$ cat config.mk
export PLATFORM = sky130hd
export DESIGN_NAME = usb_line_watch
export DESIGN_NICKNAME = d
export VERILOG_FILES = /design/src/rtl/line_watch_pkg.sv /design/src/rtl/line_sampler.sv /design/src/rtl/settle_timer.sv /design/src/rtl/change_flag.sv /design/src/rtl/usb_line_watch.sv
export SDC_FILE = /design/constraint.sdc
export NUM_CORES = 1
export LEC_CHECK = 0
export ABC_AREA = 1
export BUFFER_PORTS_ARGS = -buffer_cell sky130_fd_sc_hd__buf_2
export CORE_MARGIN = 3
export CORE_UTILIZATION = 50
export DETAILED_ROUTE_END_ITERATION = 10
export GPL_ROUTABILITY_DRIVEN = 0
export PLACE_DENSITY = 0.71
export SKIP_LAST_GASP = 1
export SLEW_MARGIN = 20
export SYNTH_ARGS = -nofsm -noshare
export SYNTH_HDL_FRONTEND = slang
export SYNTH_SLANG_ARGS = --single-unit
$ cat constraint.sdc
create_clock -name clk -period 1.3 [get_ports clk]
set_clock_uncertainty 0.05 [all_clocks]
set_input_delay 0.065 -clock clk [delete_from_list [all_inputs] [get_ports clk]]
set_output_delay 0.065 -clock clk [all_outputs]
set_load 0.01 [all_outputs]
$ cat src/rtl/line_watch_pkg.sv
package line_watch_pkg;

  typedef enum logic [1:0] {
    LS_SE0 = 2'd0,
    LS_J   = 2'd1,
    LS_K   = 2'd2
  } line_t;

  // SE0 dominates; the J flag only matters when the lines are not both low.
  function automatic line_t classify(input logic se0, input logic jst);
    if (se0)      return LS_SE0;
    else if (jst) return LS_J;
    else          return LS_K;
  endfunction

  // One step of the settle counter: a reload wins, otherwise count down to 0.
  function automatic int unsigned settle_next(input int unsigned cnt,
                                              input logic reload,
                                              input int unsigned window);
    if (reload)        return window;
    else if (cnt != 0) return cnt - 1;
    else               return 0;
  endfunction

endpackage

$ cat src/rtl/line_sampler.sv
module line_sampler
  import line_watch_pkg::*;
(
  input  logic  clk,
  input  logic  rst_n,
  input  logic  se0_i,
  input  logic  jstate_i,
  output line_t cur_o,
  output logic  change_o
);

  line_t now_w;
  line_t cur_q;

  assign now_w    = classify(se0_i, jstate_i);
  assign change_o = (now_w != cur_q);
  assign cur_o    = cur_q;

  always_ff @(posedge clk) begin
    if (!rst_n) cur_q <= LS_SE0;
    else        cur_q <= now_w;
  end

  // with the lines held at SE0, the tracked condition cannot leave SE0
  a_r5_se0_holds: assert property (@(posedge clk) disable iff (!rst_n)
    (cur_q == LS_SE0 && se0_i) |=> (cur_q == LS_SE0));

  // the tracked condition is always one of the three legal codes
  a_r1_legal_code: assert property (@(posedge clk) disable iff (!rst_n)
    (cur_q != 2'd3));

endmodule

$ cat src/rtl/settle_timer.sv
module settle_timer
  import line_watch_pkg::*;
#(
  parameter int unsigned CYCLES_PER_MS = 48000
) (
  input  logic clk,
  input  logic rst_n,
  input  logic reload_i,
  output logic expire_o,
  output logic busy_o
);

  localparam int unsigned CW = $clog2(CYCLES_PER_MS + 1);

  logic [CW-1:0] cnt_q;
  logic [CW-1:0] cnt_d;

  assign cnt_d    = CW'(settle_next(int'(cnt_q), reload_i, CYCLES_PER_MS));
  assign expire_o = (cnt_q == CW'(1)) && !reload_i;
  assign busy_o   = (cnt_q != '0);

  always_ff @(posedge clk) begin
    if (!rst_n) cnt_q <= '0;
    else        cnt_q <= cnt_d;
  end

  // an undisturbed running window counts down by exactly one
  a_r2_countdown: assert property (@(posedge clk) disable iff (!rst_n)
    (cnt_q != '0 && !reload_i) |=> (cnt_q == $past(cnt_q) - CW'(1)));

  // a change always restarts the full window
  a_r4_restart: assert property (@(posedge clk) disable iff (!rst_n)
    reload_i |=> (cnt_q == CW'(CYCLES_PER_MS)));

  // the count never exceeds the window length
  a_r2_bounded: assert property (@(posedge clk) disable iff (!rst_n)
    (cnt_q <= CW'(CYCLES_PER_MS)));

endmodule

$ cat src/rtl/change_flag.sv
module change_flag
  import line_watch_pkg::*;
(
  input  logic  clk,
  input  logic  rst_n,
  input  logic  expire_i,
  input  line_t cur_i,
  input  logic  clr_i,
  output line_t stable_o,
  output logic  set_o,
  output logic  flag_o
);

  line_t stable_q;
  logic  flag_q;

  assign set_o    = expire_i && (cur_i != stable_q);
  assign stable_o = stable_q;
  assign flag_o   = flag_q;

  always_ff @(posedge clk) begin
    if (!rst_n) begin
      stable_q <= LS_SE0;
      flag_q   <= 1'b0;
    end else begin
      if (expire_i) stable_q <= cur_i;
      if (set_o)      flag_q <= 1'b1;
      else if (clr_i) flag_q <= 1'b0;
    end
  end

  // the flag stays set unless a clear strobe arrives
  a_r6_sticky: assert property (@(posedge clk) disable iff (!rst_n)
    (flag_q && !clr_i) |=> flag_q);

  // settling on the same condition never raises the flag
  a_r3_same_no_flag: assert property (@(posedge clk) disable iff (!rst_n)
    (expire_i && cur_i == stable_q && !flag_q) |=> !flag_q);

  // the accepted condition moves only on acceptance
  a_r3_stable_hold: assert property (@(posedge clk) disable iff (!rst_n)
    !expire_i |=> $stable(stable_q));

endmodule

$ cat src/rtl/usb_line_watch.sv
module usb_line_watch
  import line_watch_pkg::*;
#(
  parameter int unsigned CYCLES_PER_MS = 48000
) (
  input  logic       clk,
  input  logic       rst_n,
  input  logic       se0_i,
  input  logic       jstate_i,
  input  logic       irq_en_i,
  input  logic       clr_i,
  output logic       chg_flag_o,
  output logic       irq_o,
  output logic [1:0] stable_state_o
);

  line_t cur_w;
  line_t stable_w;
  logic  change_w;
  logic  expire_w;
  logic  busy_w;
  logic  set_w;

  line_sampler u_sampler (
    .clk      (clk),
    .rst_n    (rst_n),
    .se0_i    (se0_i),
    .jstate_i (jstate_i),
    .cur_o    (cur_w),
    .change_o (change_w)
  );

  settle_timer #(.CYCLES_PER_MS(CYCLES_PER_MS)) u_timer (
    .clk      (clk),
    .rst_n    (rst_n),
    .reload_i (change_w),
    .expire_o (expire_w),
    .busy_o   (busy_w)
  );

  change_flag u_flag (
    .clk      (clk),
    .rst_n    (rst_n),
    .expire_i (expire_w),
    .cur_i    (cur_w),
    .clr_i    (clr_i),
    .stable_o (stable_w),
    .set_o    (set_w),
    .flag_o   (chg_flag_o)
  );

  assign irq_o          = chg_flag_o && irq_en_i;
  assign stable_state_o = stable_w;

  // the flag rises only on the edge where a window expired
  a_r2_rise_on_expire: assert property (@(posedge clk) disable iff (!rst_n)
    $rose(chg_flag_o) |-> $past(expire_w));

  // acceptance only happens with a window running
  a_r4_expire_busy: assert property (@(posedge clk) disable iff (!rst_n)
    expire_w |-> busy_w);

  // a disabled interrupt keeps the output low
  a_r7_gate_off: assert property (@(posedge clk) disable iff (!rst_n)
    !irq_en_i |-> !irq_o);

  // a set event that coincides with a clear leaves the flag set
  a_r6_set_wins: assert property (@(posedge clk) disable iff (!rst_n)
    (set_w && clr_i) |=> chg_flag_o);

endmodule

==> results of run 1 <==
## routing by layer
metal	part of all wire (%)	wire (um)
met5	0	0
met4	0.75	21
met3	3.8	106
met2	53	1490
met1	42	1180
## repair_timing
item                                    4_1_cts  5_1_grt
gates resized for setup                       7       31
hold buffers                                  4        0
gates cloned                                  0        1
setup buffers                                 1        2
hold endpoints to repair                      4        0
endpoints found under the setup margin        8       20
pin swaps                                     1       13
## power by group
group | switching (mW) | total [mW] | internal [mW] | leakage (nW)
logic | 0.549 | 0.940 | 0.390 | 0.567
registers | 0.0985 | 0.836 | 0.737 | 0.176
clock network | 0.226 | 0.342 | 0.115 | 0.0177
## area by class of cell
cell class	instances	share of cell area, %
sequential	21	26.9
tap	28	2.17
multi-input combinational	129	52.8
timing repair buffer	24	10.9
clock inverter	1	0.310
inverter	22	5.57
clock buffer	3	1.39
## state kept, by name (all words and copies together) (netlist names)
register         flops
u_flag.stable_o      2
u_flag.flag_o        1
u_sampler.cur_o      2
u_timer.cnt_q       16
## metrics by stage
step,setup TNS [ns],utilization (%)
2_1_floorplan,0,-
3_3_place_gp,-0.0506,61.0
3_5_place_dp,-0.0884,61.0
4_1_cts,0,64.9
5_1_grt,-1.23,70.4
6_report,0,70.4
## cells by family (layout without fill, tap and decap cells)
group | after synthesis | count (layout) | share of synthesized area (%)
XOR/XNOR | 11 | 11 | 7.68
AND/OR/NAND/NOR | 107 | 108 | 44.8
AO/OA/AOI/OAI | 7 | 7 | 4.19
adder cells (fa/ha/maj) | 3 | 3 | 2.99
buffers and inverters | 22 | 50 | 6.79
flip-flops | 21 | 21 | 33.5
## synthesized netlist by cell type (all sizes together)
cell | n | area share [%]
dfxtp | 21 | 34
ha | 3 | 3.0
a21o | 1 | 0.60
a21oi | 1 | 0.70
nand2 | 48 | 18
xnor2 | 7 | 4.9
nor2 | 41 | 18
o21ai | 5 | 2.9
xor2 | 4 | 2.8
inv | 22 | 6.8
nand3 | 15 | 6.0
nand4 | 3 | 2.0
## how the worst max path moves through the flow
stage               slack, ns         startpoint                 to
floorplan                0.05   u_timer.cnt_q[0]  u_timer.cnt_q[14]
finish                   0.01   u_timer.cnt_q[0]  u_timer.cnt_q[10]
CTS                      0.02  u_timer.cnt_q[12]  u_timer.cnt_q[14]
global route            -0.09   u_timer.cnt_q[7]  u_timer.cnt_q[11]
detailed placement      -0.03   u_timer.cnt_q[0]  u_timer.cnt_q[14]
global placement        -0.03   u_timer.cnt_q[1]  u_timer.cnt_q[12]
## critical path, delay by kind of cell (launching register included)
kind                     cells  cell delay, ns
AND/OR/NAND/NOR              6            0.47
flip-flops                   1            0.38
adder cells (fa/ha/maj)      1            0.15
buffers and inverters        2            0.13
==> results.sh, run 1 <==
export IMPL_antenna_found_initial=0
export IMPL_cts_sinks=21
export IMPL_timing_hold_ws_ns=0.0411
export IMPL_power_per_cell_area_nw_per_um2=1310
export IMPL_die_area_um2=3140
export IMPL_overflow=0
export IMPL_pre_cts_ws_ns=-0.0289
export IMPL_synth_seq_cells=21
export IMPL_fp_dieH_um=56.1
export IMPL_synth_net_count=180
export IMPL_r2r_cells=9
export IMPL_syn_to_final_growth_pct=28.9
export IMPL_grt_usage_pct=17.4
export IMPL_cts_buffers=3
export IMPL_dr_pass1_iters=4
export IMPL_layout_cells_most_common="nand2_1"
export IMPL_synth_cell_type_count=23
export IMPL_critPathLaunchType="flip-flop"
export IMPL_leakagePower_nw=0.761
export IMPL_reg2reg_to="u_timer.cnt_q[10]"
export IMPL_ir_drop_mv=1.27
export IMPL_cpMaxStageDelayCell="dfxtp_4"
export IMPL_vias_per_cell=4.94
export IMPL_met1_usage_pct=19.4
export IMPL_portBuffers=9
export IMPL_final_antenna_net_count=0
export IMPL_timing_max_slew_rel_slack_pct=84.3
export IMPL_io_pins=10
export IMPL_start_util_pct=54.6
export IMPL_hp_start="jstate_i"
export IMPL_rsz0062_at_grt="yes"
export IMPL_htreeDepth=1
export IMPL_busiest_layer="met2"
export IMPL_whs_endpoint="u_sampler.cur_o[1]"
export IMPL_grt_first_pass_wirelength_um=4370
export IMPL_clkTransAtPathRegs_ns=0.13
export IMPL_syn_area_um2=1250
export IMPL_use_met3_pct=5.34
export IMPL_max_stage_delay_ns=0.38
export IMPL_multi_input_area_um2=853
export IMPL_worstMarginPinSlew_ns=0.234
export IMPL_drt_total_wl_um=2800
export IMPL_hp_class="in -> reg"
export IMPL_path_class="reg -> reg"
export IMPL_worstPathMaxFanout=6
export IMPL_reg2reg_from="u_timer.cnt_q[0]"
export IMPL_grtUsageMet2_pct=31.4
export IMPL_syn_inst=171
export IMPL_max_cap_violations=0
export IMPL_period_share_pct=98.9
export IMPL_final_hold_viol_count=0
export IMPL_final_cell_mix="34 x nand2_1, 19 x nor2_2, 16 x inv_1"
export IMPL_dp_final_hpwl_um=1940
export IMPL_post_dp_cell_area_um2=1400
export IMPL_first_global_vias=1095
export IMPL_fmax_ghz=0.778
export IMPL_fin_crit_ns=1.29
export IMPL_via_count=1126
export IMPL_cts_buffer_depth=2
export IMPL_avgSynthCellArea_um2=7.33
export IMPL_chipWidth_um=56.1
export IMPL_num_rows=17
export IMPL_core_area_um2=2300
export IMPL_r2r_slack_ns=0.01
export IMPL_power_mw=2.12
export IMPL_clock_latency_ns=0.32
export IMPL_drc=0
export IMPL_seqCellArea_um2=434
export IMPL_setup_viol=0
export IMPL_n_fill_cell=178
export IMPL_final_net_count=210
export IMPL_root_buffer="clkbuf_4"
export IMPL_critPathCaptureType="flip-flop"
export IMPL_first_iter_violations=29
export IMPL_synth_seq_area_share_pct=33.5
export IMPL_path_cells="inv_4, ha_1, nand2_1, nor2_1, nand2_2, nand2_4, inv_6, nand2_8, nor2_2"
export IMPL_ys_warn_count=0
export IMPL_critPathRequiredTime_ns=1.47
export IMPL_diodes=0
export IMPL_grt_max_degree=13
export IMPL_stdcell_count=228
export IMPL_drv_slew=0
export IMPL_stdcell_area_um2=1620
export IMPL_dp_cells=217
export IMPL_status="completed"
export IMPL_routedWlPerCell_um=12.3
export IMPL_cts_tree="done"
export IMPL_worst_slack_ns=0.0143
export IMPL_arrival_ns=1.45
export IMPL_drive_gt1_share_pct=42.5
export IMPL_holdPathStages=4
No activity file was read; power rests on OpenSTA's default activity.
==> run 2: changes to the inputs <==
==> constraint.sdc (replaced) <==
create_clock -name clk -period 1.3 [get_ports clk]
set_clock_uncertainty 0.05 [all_clocks]
set_input_delay 0.065 -clock clk [delete_from_list [all_inputs] [get_ports clk]]
set_output_delay 0.065 -clock clk [all_outputs]
set_load 0.1 [all_outputs]
==> run 2 against run 1 <==
Total power rose by 7.6%. Register-to-register slack barely moved. Non-clock buffer count rose by 5. Clock-buffer cell count did not move. Flip-flop and latch count did not move. Largest power group unchanged. Highest routed layer unchanged.
==> results.sh, run 2 (synthesis gave the netlist of run 1 again) <==
export IMPL_status="completed"
export IMPL_rsz0062_at_grt="yes"
export IMPL_overflow=0
export IMPL_period_share_pct=99.7
export IMPL_drv_slew=0
export IMPL_arrival_ns=1.47
export IMPL_worstMarginPinSlew_ns=0.486
export IMPL_hp_class="in -> reg"
export IMPL_ir_drop_mv=1.01
export IMPL_critPathRequiredTime_ns=1.47
export IMPL_first_iter_violations=30
export IMPL_diodes=0
export IMPL_drt_total_wl_um=3000
export IMPL_via_count=1179
export IMPL_portBuffers=9
export IMPL_dp_cells=217
export IMPL_dr_pass1_iters=4
export IMPL_clock_latency_ns=0.31
export IMPL_fin_util_pct=75.2
export IMPL_grt_usage_pct=17.8
export IMPL_stdcell_count=233
export IMPL_critPathCaptureType="flip-flop"
export IMPL_pre_cts_ws_ns=-0.0322
export IMPL_fmax_ghz=0.772
export IMPL_first_global_vias=1065
export IMPL_power_per_cell_area_nw_per_um2=1320
export IMPL_grt_first_pass_wirelength_um=4510
export IMPL_root_buffer="clkbuf_4"
export IMPL_fin_crit_ns=1.30
export IMPL_fp_dieH_um=56.1
export IMPL_final_net_count=215
export IMPL_chipWidth_um=56.1
export IMPL_cpMaxStageDelayCell="dfxtp_2"
export IMPL_stdcell_area_um2=1730
export IMPL_die_area_um2=3140
export IMPL_largest_register_ffs=16
export IMPL_vias_per_cell=5.06
export IMPL_worstPathMaxFanout=3
export IMPL_drive_gt1_share_pct=49.8
export IMPL_path_class="reg -> reg"
export IMPL_grt_max_degree=13
export IMPL_regMostFlops="u_timer.cnt_q"
export IMPL_dp_final_hpwl_um=1910
export IMPL_io_pins=10
export IMPL_clkTransAtPathRegs_ns=0.12
export IMPL_max_stage_delay_ns=0.36
export IMPL_htreeDepth=1
export IMPL_n_fill_cell=156
export IMPL_layout_cells_most_common="nand2_1"
export IMPL_syn_to_final_growth_pct=37.8
export IMPL_setup_viol=0
export IMPL_antenna_found_initial=0
export IMPL_power_mw=2.28
export IMPL_max_cap_violations=0
export IMPL_critPathLaunchType="flip-flop"
export IMPL_worst_slack_ns=0.00399
export IMPL_timing_max_slew_rel_slack_pct=67.8
export IMPL_start_util_pct=54.6
export IMPL_cts_buffers=3
export IMPL_cts_sinks=21
export IMPL_cts_buffer_depth=2
export IMPL_routedWlPerCell_um=12.9
export IMPL_cts_tree="done"
export IMPL_final_hold_viol_count=0
export IMPL_path_cells="inv_4, ha_4, nand2_4, buf_4, nor2_1, xnor2_1, nor2_2"
export IMPL_post_dp_cell_area_um2=1410
export IMPL_num_rows=17
export IMPL_core_area_um2=2300
export IMPL_drc=0
export IMPL_final_cell_mix="35 x nand2_1, 18 x nor2_2, 16 x inv_1"
export IMPL_final_antenna_net_count=0
export IMPL_leakagePower_nw=0.805
## run 2: changes by cell type in the layout (fill, tap and decap cells not counted), moves of 2 or more
cell	change
inv_4	+2
dfxtp_1	-9
nand2_2	-3
inv_2	-2
nand2_4	+2
nor2_4	+4
dfxtp_2	+10
buf_4	+3
nor2_1	-3
## run 2: layout make-up
class	count	area, um2	area share (%)
Multi-Input combinational cell	129	901	52.1
Sequential cell	21	443	25.6
Timing Repair Buffer	29	226	13.1
Inverter	22	95.1	5.50
Tap cell	28	35.0	2.03
Clock buffer	3	22.5	1.30
Clock inverter	1	5.00	0.290
## run 2: metal layers
layer,GRT usage (%),vias up,wire (um)
met1,22.0,542,1230
met3,5.10,4,160
met4,4.75,0,27
met2,30.1,36,1590
met5,0,-,0
li1,-,597,-
## run 2: power breakdown
| group | switching, mW | leakage [nW] | internal, mW |
|---|---|---|---|
| clock | 0.210 | 0.0177 | 0.115 |
| sequential | 0.117 | 0.179 | 0.750 |
| combinational | 0.615 | 0.608 | 0.471 |
| total | 0.942 | 0.805 | 1.34 |
## run 2: what timing repair did
item,in CTS,in global routing
endpoints found under the hold margin,4,0
setup endpoints to repair,12,21
gates cloned,0,1
buffers inserted,1,6
pin swaps,3,15
hold buffers,4,0
resized for setup,7,49
## run 2: worst paths after layout
path / start / to / slack, ns / cells past startpoint
max: u_timer.cnt_q[0] / u_timer.cnt_q[6] / 0.004 / 7
min: rst_n / u_flag.flag_o / 0.03 / 3
max reg2reg: u_timer.cnt_q[0] / u_timer.cnt_q[6] / 0.004 / 7
min reg2reg: u_flag.flag_o / u_flag.flag_o / 0.45 / 2
## run 2: worst max-delay path, delay by kind of cell (launching register included)
family                     cells  cell delay (ns)
DFF                            1             0.36
and+or+nand+nor                3             0.26
buffers and inverters          2             0.22
xor gates and xnor gates       1             0.15
adders and majority gates      1             0.16
## run 2: through the flow
stage / hold slack, ns / TNS [ns]
final: 0.0267 / 0
after global routing: 0.0301 / -0.902
after CTS: 0.0228 / -0.0000180
after floorplan: 0.129 / -0.165
after detailed placement: 0.289 / -0.0743
after global placement: 0.275 / -0.0430
==> run 3: changes to the inputs <==
--- a/config.mk
+++ b/config.mk
@@ -7,11 +7,13 @@
 export LEC_CHECK = 0
 export ABC_AREA = 1
 export BUFFER_PORTS_ARGS = -buffer_cell sky130_fd_sc_hd__buf_2
+export CELL_PAD_IN_SITES_DETAIL_PLACEMENT = 1
+export CELL_PAD_IN_SITES_GLOBAL_PLACEMENT = 1
 export CORE_MARGIN = 3
-export CORE_UTILIZATION = 50
+export CORE_UTILIZATION = 38
 export DETAILED_ROUTE_END_ITERATION = 10
 export GPL_ROUTABILITY_DRIVEN = 0
-export PLACE_DENSITY = 0.71
+export PLACE_DENSITY_LB_ADDON = 0.1
 export SKIP_LAST_GASP = 1
 export SLEW_MARGIN = 20
 export SYNTH_ARGS = -nofsm -noshare
==> run 3 against run 2 <==
Critical path depth up 3. Worst setup slack worse by 0.12 ns. Die area up 28%. Non-clock buffer count up 4. The flow now finishes with violations (setup timing). Flip-flop and latch count unchanged. Global-route usage down 0.22 points. First-iteration DRC count up 3.3%. Sequential share of layout area about the same. Via count up 2.9%. Largest cell class unchanged. Core utilization down 19 points. Final area up 0.65%. Clock power about the same.
==> results.sh, run 3 (synthesis gave the netlist of run 1 again) <==
export IMPL_status="finished, violations left"
export IMPL_critPathTopFamily="simple AND/OR/NAND/NOR gates"
export IMPL_layout_cells_most_common="nand2_1"
export IMPL_chipWidth_um=63.4
export IMPL_grtUsageMet2_pct=32.2
export IMPL_final_cell_mix="35 x nand2_1, 19 x nor2_2, 18 x buf_4"
export IMPL_post_dp_cell_area_um2=1460
export IMPL_grt_first_pass_wirelength_um=5620
export IMPL_portBuffers=9
export IMPL_worst_slack_ns=-0.113
export IMPL_drt_total_wl_um=3770
export IMPL_cts_buffers=3
export IMPL_core_area_um2=3100
export IMPL_overflow=0
export IMPL_cts_tree="done"
export IMPL_critical_path_top_cell_by_count="nand2_1"
export IMPL_period_share_pct=109
export IMPL_drv_slew=0
export IMPL_final_antenna_net_count=0
export IMPL_drive_gt1_share_pct=48.8
export IMPL_timing_max_slew_rel_slack_pct=67.9
export IMPL_first_iter_violations=31
export IMPL_antenna_found_initial=0
export IMPL_critPathRequiredTime_ns=1.50
export IMPL_final_hold_viol_count=0
export IMPL_fin_crit_ns=1.41
export IMPL_timing_hold_ws_ns=0.0630
export IMPL_start_util_pct=40.4
export IMPL_num_rows=20
export IMPL_ir_drop_mv=0.596
export IMPL_worstMarginPinSlew_ns=0.485
export IMPL_via_count=1213
export IMPL_dp_cells=238
export IMPL_power_per_cell_area_nw_per_um2=1340
export IMPL_dp_final_hpwl_um=2550
export IMPL_stdcell_area_um2=1740
export IMPL_leakagePower_nw=0.815
export IMPL_fmax_ghz=0.707
export IMPL_max_cap_violations=0
export IMPL_use_met3_pct=2.14
export IMPL_io_pins=10
export IMPL_n_fill_cell=410
export IMPL_busiest_layer="met2"
export IMPL_die_area_um2=4020
export IMPL_met1_usage_pct=21.0
export IMPL_path_cells="inv_4, ha_4, nand2_4, inv_4, nand2_4, nor2_4, nand2_1, nand2_1, nand2_1, nor2_2"
export IMPL_htreeDepth=1
export IMPL_critPathCaptureType="flip-flop"
export IMPL_root_buffer="clkbuf_4"
export IMPL_arrival_ns=1.61
export IMPL_hp_class="in -> reg"
export IMPL_regMostFlops="u_timer.cnt_q"
export IMPL_cts_sinks=21
export IMPL_violations="setup timing"
export IMPL_stdcell_count=253
export IMPL_fp_dieH_um=63.4
export IMPL_max_stage_delay_ns=0.38
export IMPL_cts_buffer_depth=2
export IMPL_dr_pass1_iters=4
export IMPL_power_mw=2.33
export IMPL_path_class="reg -> reg"
export IMPL_clkTransAtPathRegs_ns=0.12
export IMPL_syn_to_final_growth_pct=38.7
export IMPL_worstPathMaxFanout=3
export IMPL_grt_max_degree=12
export IMPL_routedWlPerCell_um=14.9
export IMPL_final_net_count=219
export IMPL_diodes=0
export IMPL_clock_latency_ns=0.31
export IMPL_rsz0062_at_grt="yes"
export IMPL_largest_register_ffs=16
export IMPL_grt_usage_pct=17.6
export IMPL_drc=0
export IMPL_critical_path_buf_inv_count=2
export IMPL_setup_viol=8
export IMPL_vias_per_cell=4.79
export IMPL_fin_setup_tns_ns=-0.220
export IMPL_critPathLaunchType="flip-flop"
export IMPL_cpMaxStageDelayCell="dfxtp_4"
export IMPL_first_global_vias=1249
-- run 3: cell count changes in the layout (fill, tap and decap cells not counted), sizes merged --
cell / change
clkinv: -1
buf: +5
-- run 3: final cells by class --
cell class	instances	area, um2	share of cell area [%]
sequential	21	447	25.7
inverter	22	95.1	5.47
timing repair buffer	33	251	14.5
multi-input combinational	129	865	49.7
clock buffer	4	26.3	1.51
tap	44	55.1	3.17
-- run 3: worst min-delay path: stages --
cell	delay (ns)
buf_2	0.12
inv_1	0.04
nand2_1	0.11
nor2_1	0.05
-- run 3: final timing paths --
kind,slack (ns),startpoint,depth (start not counted),end
worst max-delay path,-0.11,u_timer.cnt_q[0],10,u_timer.cnt_q[14]
worst min-delay path,0.06,jstate_i,4,u_sampler.cur_o[1]
worst max register to register,-0.11,u_timer.cnt_q[0],10,u_timer.cnt_q[14]
worst min register to register,0.45,u_flag.flag_o,2,u_flag.flag_o
-- run 3: per-layer routing --
| layer | up-vias | part of all wire, % |
|---|---|---|
| met5 | - | 0 |
| li1 | 603 | - |
| met2 | 16 | 52 |
| met3 | 8 | 2.3 |
| met1 | 586 | 43 |
| met4 | 0 | 2.1 |
-- run 3: where the power goes --
group          internal (mW)  total [mW]  leakage, nW  switching, mW
registers              0.747       0.876        0.179          0.129
clock network          0.120       0.325       0.0150          0.205
logic                  0.502        1.13        0.621          0.631
-- run 3: timing repair --
item / in CTS / in global routing
buffers inserted: 2 / 4
gates cloned: 0 / 1
hold buffers: 4 / 0
resized for setup: 13 / 38
endpoints found under the hold margin: 3 / 0
pin swaps: 3 / 11
setup endpoints to repair: 16 / 20
-- run 3: per-stage QoR --
| step | utilization (%) | setup WS (ns) |
|---|---|---|
| finish | 56.0 | -0.113 |
| detailed placement | 47.1 | -0.0811 |
| global placement | 47.1 | -0.0542 |
| CTS | 50.6 | -0.0205 |
| floorplan | - | -0.165 |
| global route | 56.0 | -0.175 |
